## src/rtl/rxf_pkg.sv

```systemverilog
package rxf_pkg;
    typedef enum logic [1:0] {
        CL_IDLE = 2'd0,
        CL_ADDR = 2'd1,
        CL_DONE = 2'd2
    } cls_state_t;

    localparam int CNT_W  = 11;
    localparam int CODE_W = 3;
    localparam int ENTRY_W = 1 + CODE_W + CNT_W;

    function automatic logic [ENTRY_W-1:0] pack_entry(
        input logic              err,
        input logic [CODE_W-1:0] code,
        input logic [CNT_W-1:0]  cnt
    );
        return {err, (err ? code : {CODE_W{1'b0}}), cnt};
    endfunction
endpackage

```

## src/rtl/rxf_classifier.sv

```systemverilog
module rxf_classifier
    import rxf_pkg::*;
#(
    parameter int ADDR_BYTES = 6
) (
    input  logic                    clk,
    input  logic                    rst_n,
    input  logic [ADDR_BYTES*8-1:0] station,
    input  logic [3:0]              filter,
    input  logic                    frame_start,
    input  logic                    addr_valid,
    input  logic [7:0]              addr_byte,
    input  logic                    frame_end,
    output logic                    verdict_valid,
    output logic                    verdict_accept,
    output logic                    push_req
);
    localparam int IW = $clog2(ADDR_BYTES + 1);
    localparam logic [IW-1:0] LAST_IDX = IW'(ADDR_BYTES - 1);

    cls_state_t    state, state_n;
    logic [IW-1:0] idx;
    logic          own_hit, all_ones, grp_bit;
    logic          own_n, ones_n, grp_n, mcast_n, accept_n;
    logic          take_byte, last_byte;

    assign take_byte = (state == CL_ADDR) && addr_valid && !frame_start && !frame_end;
    assign last_byte = take_byte && (idx == LAST_IDX);

    always_comb begin
        own_n    = own_hit && (addr_byte == station[int'(idx)*8 +: 8]);
        ones_n   = all_ones && (addr_byte == 8'hFF);
        grp_n    = (idx == '0) ? addr_byte[0] : grp_bit;
        mcast_n  = grp_n && !ones_n;
        accept_n = filter[3] || (filter[0] && own_n) ||
                   (filter[1] && mcast_n) || (filter[2] && ones_n);
    end

    // next-state logic
    always_comb begin
        state_n = state;
        unique case (state)
            CL_IDLE: if (frame_start) state_n = CL_ADDR;
            CL_ADDR: begin
                if (frame_start)    state_n = CL_ADDR;
                else if (frame_end) state_n = CL_IDLE;
                else if (last_byte) state_n = CL_DONE;
            end
            CL_DONE: begin
                if (frame_start)    state_n = CL_ADDR;
                else if (frame_end) state_n = CL_IDLE;
            end
            default: state_n = CL_IDLE;
        endcase
    end

    // state register
    always_ff @(posedge clk) begin
        if (!rst_n) state <= CL_IDLE;
        else        state <= state_n;
    end

    // address accumulation and verdict outputs
    always_ff @(posedge clk) begin
        if (!rst_n) begin
            idx            <= '0;
            own_hit        <= 1'b1;
            all_ones       <= 1'b1;
            grp_bit        <= 1'b0;
            verdict_valid  <= 1'b0;
            verdict_accept <= 1'b0;
        end else begin
            verdict_valid <= last_byte;
            if (frame_start) begin
                idx      <= '0;
                own_hit  <= 1'b1;
                all_ones <= 1'b1;
                grp_bit  <= 1'b0;
            end else if (take_byte) begin
                idx      <= idx + 1'b1;
                own_hit  <= own_n;
                all_ones <= ones_n;
                grp_bit  <= grp_n;
            end
            if (last_byte) verdict_accept <= accept_n;
        end
    end

    assign push_req = (state == CL_DONE) && frame_end && !frame_start && verdict_accept;

    // verdict pulse lasts one cycle
    p_verdict_pulse_r13: assert property (@(posedge clk) disable iff (!rst_n)
        verdict_valid |=> !verdict_valid);
    // verdict follows entry into the done state
    p_verdict_state_r13: assert property (@(posedge clk) disable iff (!rst_n)
        verdict_valid |-> (state == CL_DONE) || (state == CL_ADDR) || (state == CL_IDLE && $past(frame_end)));
    // only accepted frames are pushed
    p_push_accepted_r6: assert property (@(posedge clk) disable iff (!rst_n)
        push_req |-> verdict_accept);
endmodule

```

## src/rtl/rxf_status_queue.sv

```systemverilog
module rxf_status_queue #(
    parameter int DEPTH = 4,
    parameter int W     = 15
) (
    input  logic         clk,
    input  logic         rst_n,
    input  logic         push,
    input  logic [W-1:0] push_data,
    input  logic         pop,
    output logic [W-1:0] head,
    output logic         empty,
    output logic         overrun
);
    localparam int PW = (DEPTH > 1) ? $clog2(DEPTH) : 1;
    localparam int CW = $clog2(DEPTH + 1);
    localparam logic [PW-1:0] PMAX = PW'(DEPTH - 1);
    localparam logic [CW-1:0] CFULL = CW'(DEPTH);

    logic [W-1:0]  mem [DEPTH];
    logic [PW-1:0] rptr, wptr;
    logic [CW-1:0] count;
    logic          full, do_pop, do_push;

    assign empty   = (count == '0);
    assign full    = (count == CFULL);
    assign do_pop  = pop && !empty;
    assign do_push = push && (!full || do_pop);
    assign head    = mem[rptr];

    always_ff @(posedge clk) begin
        if (!rst_n) begin
            rptr    <= '0;
            wptr    <= '0;
            count   <= '0;
            overrun <= 1'b0;
        end else begin
            if (do_push) wptr <= (wptr == PMAX) ? '0 : wptr + 1'b1;
            if (do_pop)  rptr <= (rptr == PMAX) ? '0 : rptr + 1'b1;
            if (do_push && !do_pop)      count <= count + 1'b1;
            else if (do_pop && !do_push) count <= count - 1'b1;
            if (push && !do_push) overrun <= 1'b1;
        end
    end

    always_ff @(posedge clk) begin
        if (do_push) mem[wptr] <= push_data;
    end

    // occupancy never exceeds the depth
    p_count_bound_r10: assert property (@(posedge clk) disable iff (!rst_n)
        count <= CFULL);
    // a push into a full queue without a pop keeps the occupancy
    p_full_drop_r10: assert property (@(posedge clk) disable iff (!rst_n)
        (push && full && !pop) |=> (count == $past(count)) && overrun);
    // overrun is sticky
    p_overrun_sticky_r10: assert property (@(posedge clk) disable iff (!rst_n)
        overrun |=> overrun);
    // popping an empty queue changes nothing
    p_pop_empty_r11: assert property (@(posedge clk) disable iff (!rst_n)
        (empty && pop && !push) |=> empty && $stable(rptr));
endmodule

```

## src/rtl/rx_filter_status.sv

```systemverilog
module rx_filter_status
    import rxf_pkg::*;
#(
    parameter int ADDR_BYTES  = 6,
    parameter int QUEUE_DEPTH = 4
) (
    input  logic        clk,
    input  logic        rst_n,
    input  logic        sta_wr,
    input  logic [2:0]  sta_idx,
    input  logic [7:0]  sta_data,
    input  logic [3:0]  filter_mode,
    input  logic        frame_start,
    input  logic        addr_valid,
    input  logic [7:0]  addr_byte,
    input  logic        frame_end,
    input  logic        frame_err,
    input  logic [2:0]  err_code,
    input  logic [10:0] byte_count,
    input  logic        discard,
    output logic        verdict_valid,
    output logic        verdict_accept,
    output logic [15:0] status_word,
    output logic        overrun
);
    logic [ADDR_BYTES*8-1:0] station;
    logic                    push_req, q_empty;
    logic [ENTRY_W-1:0]      q_head;

    for (genvar g = 0; g < ADDR_BYTES; g++) begin : g_sta
        always_ff @(posedge clk) begin
            if (!rst_n)                                  station[g*8 +: 8] <= 8'h00;
            else if (sta_wr && (int'(sta_idx) == g))     station[g*8 +: 8] <= sta_data;
        end
    end

    rxf_classifier #(.ADDR_BYTES(ADDR_BYTES)) u_cls (
        .clk            (clk),
        .rst_n          (rst_n),
        .station        (station),
        .filter         (filter_mode),
        .frame_start    (frame_start),
        .addr_valid     (addr_valid),
        .addr_byte      (addr_byte),
        .frame_end      (frame_end),
        .verdict_valid  (verdict_valid),
        .verdict_accept (verdict_accept),
        .push_req       (push_req)
    );

    rxf_status_queue #(.DEPTH(QUEUE_DEPTH), .W(ENTRY_W)) u_q (
        .clk       (clk),
        .rst_n     (rst_n),
        .push      (push_req),
        .push_data (pack_entry(frame_err, err_code, byte_count)),
        .pop       (discard),
        .head      (q_head),
        .empty     (q_empty),
        .overrun   (overrun)
    );

    assign status_word = q_empty ? 16'h8000 : {1'b0, q_head};

    // bit 15 set only as the fixed empty word
    p_empty_word_r8: assert property (@(posedge clk) disable iff (!rst_n)
        status_word[15] |-> (status_word[14:0] == '0));
    // a push into an empty queue makes the word visible next cycle
    p_push_visible_r9: assert property (@(posedge clk) disable iff (!rst_n)
        (push_req && q_empty) |=> !status_word[15]);
endmodule

```

## config.mk

```make
export PLATFORM = sky130hd
export DESIGN_NAME = rx_filter_status
export DESIGN_NICKNAME = d
export VERILOG_FILES = /design/src/rtl/rxf_pkg.sv /design/src/rtl/rxf_classifier.sv /design/src/rtl/rxf_status_queue.sv /design/src/rtl/rx_filter_status.sv
export SDC_FILE = /design/constraint.sdc
export NUM_CORES = 1
export LEC_CHECK = 0
export ABC_AREA = 0
export BUFFER_PORTS_ARGS = -buffer_cell sky130_fd_sc_hd__clkbuf_2
export CORE_MARGIN = 3
export CORE_UTILIZATION = 32
export DETAILED_ROUTE_END_ITERATION = 10
export GPL_ROUTABILITY_DRIVEN = 0
export SKIP_CTS_REPAIR_TIMING = 1
export SYNTH_ARGS = -nofsm -noshare
export SYNTH_HDL_FRONTEND = slang
export SYNTH_HIERARCHICAL = 1
export SYNTH_SLANG_ARGS = --single-unit
```

## constraint.sdc

```tcl
create_clock -name clk -period 2.6 [get_ports clk]
set_input_delay 0.26 -clock clk [delete_from_list [all_inputs] [get_ports clk]]
set_output_delay 0.26 -clock clk [all_outputs]
set_load 0.02 [all_outputs]
```

=== Yosys cells after proc, flatten, opt, wreduce, memory -nomap -nowiden ===
Memories as Yosys holds them, arrays and structs flattened. A register that Yosys moved wholly into a read port is not among the register bits.
Cells that the tools add are included.

* Memories kept: 1
* Input bits: 45
* Flip-flop bits (word level): 66
* Bits in writable memories: 60
* Output and inout bits: 19

* Reductions and logical operators: 42
* Multiplexer cells: 18
* Shifts and indexed selects: 1
* Equal/unequal tests: 16
* Bitwise operators: 1
* Add/sub/neg operators: 5

{| class="wikitable"
|+ Memories
! memory !! depth !! bits a word !! rd ports !! clocked after Yosys merged registers in !! wr ports !! RTL line !! text
|-
| u_q.mem || 4 || 15 || 1 || 1 || 1 || rxf_status_queue.sv:19 || <nowiki>logic [W-1:0] mem [DEPTH];</nowiki>
|}

{| class="wikitable"
|+ Operators with widths
! operator !! number
|-
| 48-bit by 7-bit indexed part select with 8-bit output || 1
|-
| 1-bit logical AND || 24
|-
| 2-bit 2-to-1 mux || 10
|-
| 3-bit == test, second input constant || 6
|-
| 16-bit 2-to-1 mux || 1
|-
| 3-bit logical NOT || 3
|-
| 3-bit 2-to-1 mux || 3
|-
| 8-bit == test || 1
|-
| 8-bit == test, second input constant || 1
|-
| 1-bit logical NOT || 7
|-
| 3-bit by 1-bit adder with 3-bit output, second input constant || 2
|-
| 2-bit == test, second input constant || 3
|-
| 2-bit one-hot mux with 3 select lines || 1
|-
| 2-bit by 1-bit adder with 2-bit output, second input constant || 2
|-
| 1-bit logical OR || 4
|-
| 4-bit by 3-bit != test with 1-bit output, second input constant || 1
|-
| 3-bit by 2-bit == test with 1-bit output, second input constant || 1
|-
| 1-bit 2-to-1 mux || 3
|-
| 3-bit != test, second input constant || 1
|-
| 3-bit AND reduction || 1
|-
| 3-bit by 1-bit subtractor with 3-bit output, second input constant || 1
|-
| 2-bit by 1-bit == test with 1-bit output, second input constant || 1
|-
| 2-bit logical NOT || 1
|-
| 2-bit != test, second input constant || 1
|-
| 3 further kinds || 3
|}

=== Depth between registers and ports, before layout ===
* Depth in word-level cells: 9
* Depth in mapped cells: 10
* Gate-level depth less buffers: 9

=== Hierarchy ===
Netlist, hierarchy kept.

{| class="wikitable"
|+ Modules (own cells, without submodules)
! module !! area each (µm²) !! cells each !! instances !! sequential area each (µm²)
|-
| rxf_status_queue || 2698.8 || 132 || 1 || 2001.9
|-
| rx_filter_status || 1898.1 || 190 || 1 || 960.9
|-
| rxf_classifier || 1247.4 || 150 || 1 || 200.2
|}

=== Least setup slack after synthesis ===
Ideal clock, no wire load.

* Kind: flip-flop to flip-flop
* From: register u_cls.verdict_accept
* To: register u_q.count[2]
* Stages on the path, launching flop included: 11
* Path slack: 0.273 ns
* Setup time: 0.076 ns
* Arrival time: 2.252 ns
* Period minus slack after synthesis: 2.327 ns
* Cell sequence: dfxtp_1 -> nand3_1 -> nor3_1 -> nor2b_1 -> buf_2 -> ha_1 -> inv_1 -> fa_1 -> xor2_1 -> or3_1 -> a21boi_0

* Cells in the longest elaborated chain, start to end: 5
* Elaborated cells on any way between the ends: 7
* Those cells by class: mux: 1; reduce/logical: 6

{| class="wikitable"
|+ Ends and longest elaborated chain
! what !! RTL line !! text
|-
| start, declared || rxf_classifier.sv:15 || <nowiki>output logic verdict_accept,</nowiki>
|-
| start signal, assigned || rxf_classifier.sv:85 || <nowiki>if (last_byte) verdict_accept <= accept_n;</nowiki>
|-
| 1-bit logical AND (*) || rxf_classifier.sv:89 || <nowiki>assign push_req = (state == CL_DONE) && frame_end && !frame_start && verdict_accept;</nowiki>
|-
| named net push_req || rx_filter_status.sv:27 || <nowiki>logic push_req, q_empty;</nowiki>
|-
| 1-bit logical AND (*) || rxf_status_queue.sv:27 || <nowiki>assign do_push = push && (!full || do_pop);</nowiki>
|-
| named net u_q.do_push || rxf_status_queue.sv:22 || <nowiki>logic full, do_pop, do_push;</nowiki>
|-
| 1-bit logical NOT || rxf_status_queue.sv:40 || <nowiki>else if (do_pop && !do_push) count <= count - 1'b1;</nowiki>
|-
| 1-bit logical AND || rxf_status_queue.sv:40 ||
|-
| 2-bit nonzero test (no source line) || n/a ||
|-
| end signal, assigned || rxf_status_queue.sv:39 || <nowiki>if (do_push && !do_pop) count <= count + 1'b1;</nowiki>
|-
| end signal, assigned || rxf_status_queue.sv:40 ||
|-
| end, declared || rxf_status_queue.sv:21 || <nowiki>logic [CW-1:0] count;</nowiki>
|}

The timed path passes the listed nets; every way through them passes the cells marked *.
A chain may end at the register's enable or synchronous reset.

=== Final worst setup path ===
* From: register u_cls.state[1]
* To: register u_q.count[2]

* Cells in the longest elaborated chain, start to end: 8
* Elaborated cells on any way between the ends: 10
* Those cells by class: eq/ne: 1; mux: 1; reduce/logical: 8

{| class="wikitable"
|+ Ends and longest elaborated chain
! what !! RTL line !! text
|-
| start, declared || rxf_classifier.sv:21 || <nowiki>cls_state_t state, state_n;</nowiki>
|-
| start signal, assigned || rxf_classifier.sv:60 || <nowiki>else state <= state_n;</nowiki>
|-
| 2-bit == test (*) || rxf_classifier.sv:89 ||
|-
| 1-bit logical AND (*) (3 in a row) || rxf_classifier.sv:89 ||
|-
| named net push_req || rx_filter_status.sv:27 ||
|-
| 1-bit logical AND (*) || rxf_status_queue.sv:27 ||
|-
| 1-bit logical NOT || rxf_status_queue.sv:40 ||
|-
| 1-bit logical AND || rxf_status_queue.sv:40 ||
|-
| 2-bit nonzero test (no source line) || n/a ||
|}

Marks and branches as above.

==> parameters.txt <==
Parameter                              Value

Status
  Status ... complete, no violations

GRT
  Total global routing track utilization ... 12.9%
  Largest net degree at the start of global routing ... 39
  Number of global-route vias before repair ... 3,891
  Remaining global-route overflow ... 0
  Number of antenna violations at the first check in global routing ... 0
  First-pass GRT wire length ... 19,900 µm

Timing
  Fin. max-slew vios ... 0
  Tightest Pin Transition ... 0.816 ns
  Number of endpoints failing setup at the final stage ... 0
  Fmax achieved ... 418 MHz
  Final total negative setup slack ... 0 ns
  Unrepaired setup endpoints after global routing ... no
  Final period demand of the worst path ... 2.39 ns
  Final worst clock skew ... 0.00786 ns
  Worst slew margin relative to its limit ... 45.6%
  Part of the cycle the worst path needs ... 92.0%
  Final hold vios ... 0

Pwr
  Combinational fraction of design power ... 3.8%
  Part of the power in the clock network ... 50.8%
  Pint ... 3640 µW
  Sequential cell fraction of total power ... 45.5%
  P per Cell Area ... 670 nW/µm²
  Power spent charging and discharging nets ... 1060 µW
  Leakage ... 0.00277 µW
  Switching share of power ... 22.5%
  Max rail drop VDD ... 0.499 mV

Logic synthesis
  Top cells by area, synth ... sky130_fd_sc_hd__edfxtp_1, sky130_fd_sc_hd__dfxtp_1, sky130_fd_sc_hd__mux2i_1, sky130_fd_sc_hd__mux4_2, sky130_fd_sc_hd__nand2_1
  Gate count after technology mapping ... 472
  Mapped cell area ... 5840 µm²
  Sequential cell area fraction in the yosys report ... 54.1%
  Avg Cell Area, Syn ... 12.4 µm²
  Async set-or-reset flop fraction in the synthesized netlist ... 0%
  Yosys warns ... 6
  Post-synth top flop ... sky130_fd_sc_hd__dfxtp_1
  Number of register bits inferred by synthesis ... 128
  Share of Yosys cell area claimed by the top area cell type ... 30.8%
  Net count after synthesis ... 527
  Number of synthesized flops with an enable pin ... 60
  Most numerous cell in the Yosys netlist ... sky130_fd_sc_hd__mux2i_1
  Library cell occupying the most area in the post-synthesis netlist ... sky130_fd_sc_hd__edfxtp_1
  Netlist cell types ... 53
  Most instantiated cells after synthesis ... sky130_fd_sc_hd__mux2i_1, sky130_fd_sc_hd__nand2_1, sky130_fd_sc_hd__dfxtp_1, sky130_fd_sc_hd__edfxtp_1, sky130_fd_sc_hd__nor2b_1

Worst setup path
  Worst Path Arrival ... 2.72 ns
  CP max stage delay ... 0.42 ns
  Start-to-end type of the worst setup path ... reg2reg
  Biggest fanout along the worst timing path ... 4
  Crit path capture type ... flop
  Slowest library cell on the worst path ... sky130_fd_sc_hd__fa_1
  Data required time of the worst path ... 2.93 ns
  Startpoint of the worst register-to-register path ... u_cls/state[1]
  Crit path cell chain ... nand3_1 -> nor3_1 -> nor2b_1 -> ha_1 -> inv_1 -> fa_1 -> xor2_1 -> or3_1 -> a21boi_0
  Critical Path Source Type ... flop
  Worst Reg2Reg Path Length in Cells ... 9
  RR Endpoint ... u_q/count[2]
  Worst-case register-to-register setup slack ... 0.21 ns

Clocking
  Clock latency of the later-clocked register in the worst-skew pair ... 0.42 ns
  H-Tree Depth ... 4
  Clk pin slew, worst setup/hold paths ... 0.06 ns
  Number of clock sinks seen by CTS ... 128
  TritonCTS buffer count ... 17
  Maximum buffer depth of the clock tree ... 2
  TritonCTS clock tree ... done
  Clock root buffer ... sky130_fd_sc_hd__clkbuf_16

Placed design
  Placed wire-length estimate after detailed placement ... 8520 µm
  Input/output buffers ... 63

Run
  Max capacitance violation total ... 0

Finish
  Area grow syn2layout ... 19.8%
  FILL cells ... 1,664
  Count of nets after finishing ... 597
  Utilization of the core after routing ... 39.8%
  Share of post-route cells with drive strength above 1 ... 25.6%
  Number of antenna cells inserted ... 0

Die
  Full die area ... 19,900 µm²
  Initial standard-cell utilization of the core ... 33.2%
  Floorplan die width ... 141 µm
  Count of pins on the block boundary ... 64
  Die Y ... 141 µm
  Core Rows ... 48
  Core outline area ... 17,600 µm²

Route
  Ratio of routed vias to standard cells ... 4.91
  Number of iterations in the first detailed-routing pass ... 4
  Per-cell routed wire length ... 15.8 µm
  Post-detailed-routing wire length ... 12,300 µm
  Antenna Violating Nets Remaining ... 0
  Drc violations ... 0
  Vias after detailed routing ... 3,826
  Iter 0 DRT Violations ... 150

Hold path
  Worst Hold Path Cells ... 1
  Worst hold start ... byte_count[10]
  Tightest Hold Check Type ... in2reg
  WHS Endpoint ... u_q/mem[0][10]
## cells by family after synthesis
family	share of synthesized area (%)
simple gates	14.9
flops	54.1
buf+inv	3.49
compound gates	3.13
mux	20.4
xor+xnor	1.65
fa+ha+maj	2.27
## metal layers
layer	global-route usage (%)	up-vias	share of wire (%)
met1	15.0	1879	44
met2	22.7	76	51
met5	0	-	0
met4	4.74	0	1.3
met3	3.46	16	3.7
li1	-	1855	-
## stage by stage
step	hold slack [ns]	total power [µW]	instances	area, µm²	setup slack (ns)
finish	0.0599	4690	780	7000	0.209
floorplan	0.359	2270	472	5840	0.273
global route	0.0401	4870	780	7000	0.0132
detailed placement	0.451	2360	748	6400	0.205
global placement	0.447	2350	748	6400	0.292
CTS	0.0377	4760	780	7000	0.190
## power by group through the flow
| stage | clock, µW | sequential (µW) | combinational (µW) |
|---|---|---|---|
| 6_report | 2380 | 2140 | 176 |
| 4_1_cts | 2440 | 2140 | 178 |
| 5_1_grt | 2540 | 2140 | 195 |
| 3_3_place_gp | 0 | 2180 | 171 |
| 2_1_floorplan | 0 | 2180 | 96.0 |
| 3_5_place_dp | 0 | 2180 | 177 |
## worst max-delay path, delay by kind of cell, from the launching register on
kind	cells	cell delay, ns
AO/OA/AOI/OAI	1	0.22
XOR/XNOR	1	0.17
adder cells (fa/ha/maj)	2	0.62
buffers and inverters	1	0.07
flip-flops	1	0.40
AND/OR/NAND/NOR	4	0.81
## worst max-delay path by stage
| stage | end | startpoint | cells after the start | slack [ns] |
|---|---|---|---|---|
| after floorplan | u_q/count[2] | u_cls/verdict_accept | 10 | 0.27 |
| after CTS | u_q/count[2] | u_cls/verdict_accept | 9 | 0.19 |
| after global routing | u_cls/own_hit | u_cls/idx[1] | 7 | 0.01 |
| after global placement | u_cls/own_hit | u_cls/idx[0] | 7 | 0.29 |
| final | u_q/count[2] | u_cls/state[1] | 9 | 0.21 |
| after detailed placement | u_q/count[2] | u_cls/verdict_accept | 9 | 0.20 |
## final cells by class
type                       count  area [µm²]  area share, %
sequential                   128        3160           45.2
multi-input combinational    307        2480           35.5
timing repair buffer          81         450           6.43
clock buffer                  17         425           6.08
tap                          225         282           4.02
clock inverter                15         173           2.47
inverter                       7        26.3          0.375
## layout by cell type, fill, tap and decap left out, drive strengths merged, types with 3 or more instances in the layout
cell,synthesis,routed
and2,9,9
and3,4,4
and3b,3,3
buf,21,18
clkbuf,9,80
clkinv,0,5
dfxtp,68,68
edfxtp,60,60
ha,9,9
inv,7,14
mux2i,76,76
mux4,18,18
nand2,69,69
nand3,5,5
nand4,5,5
nor2,15,15
nor2b,23,23
nor3,7,7
nor3b,6,6
o21ai,13,13
or3,6,6
xnor2,4,4
xor2,7,7
## state kept, by name (all words and copies together) (netlist names), named ones only
name,count
u_cls/grp_bit,1
u_cls/verdict_valid,1
u_q/mem,60
u_cls/own_hit,1
u_cls/state,2
u_q/overrun,1
u_cls/idx,3
u_cls/verdict_accept,1
u_q/rptr,2
u_q/count,3
u_q/wptr,2
station,48
u_cls/all_ones,1
Power figures use the tool's default switching activity.
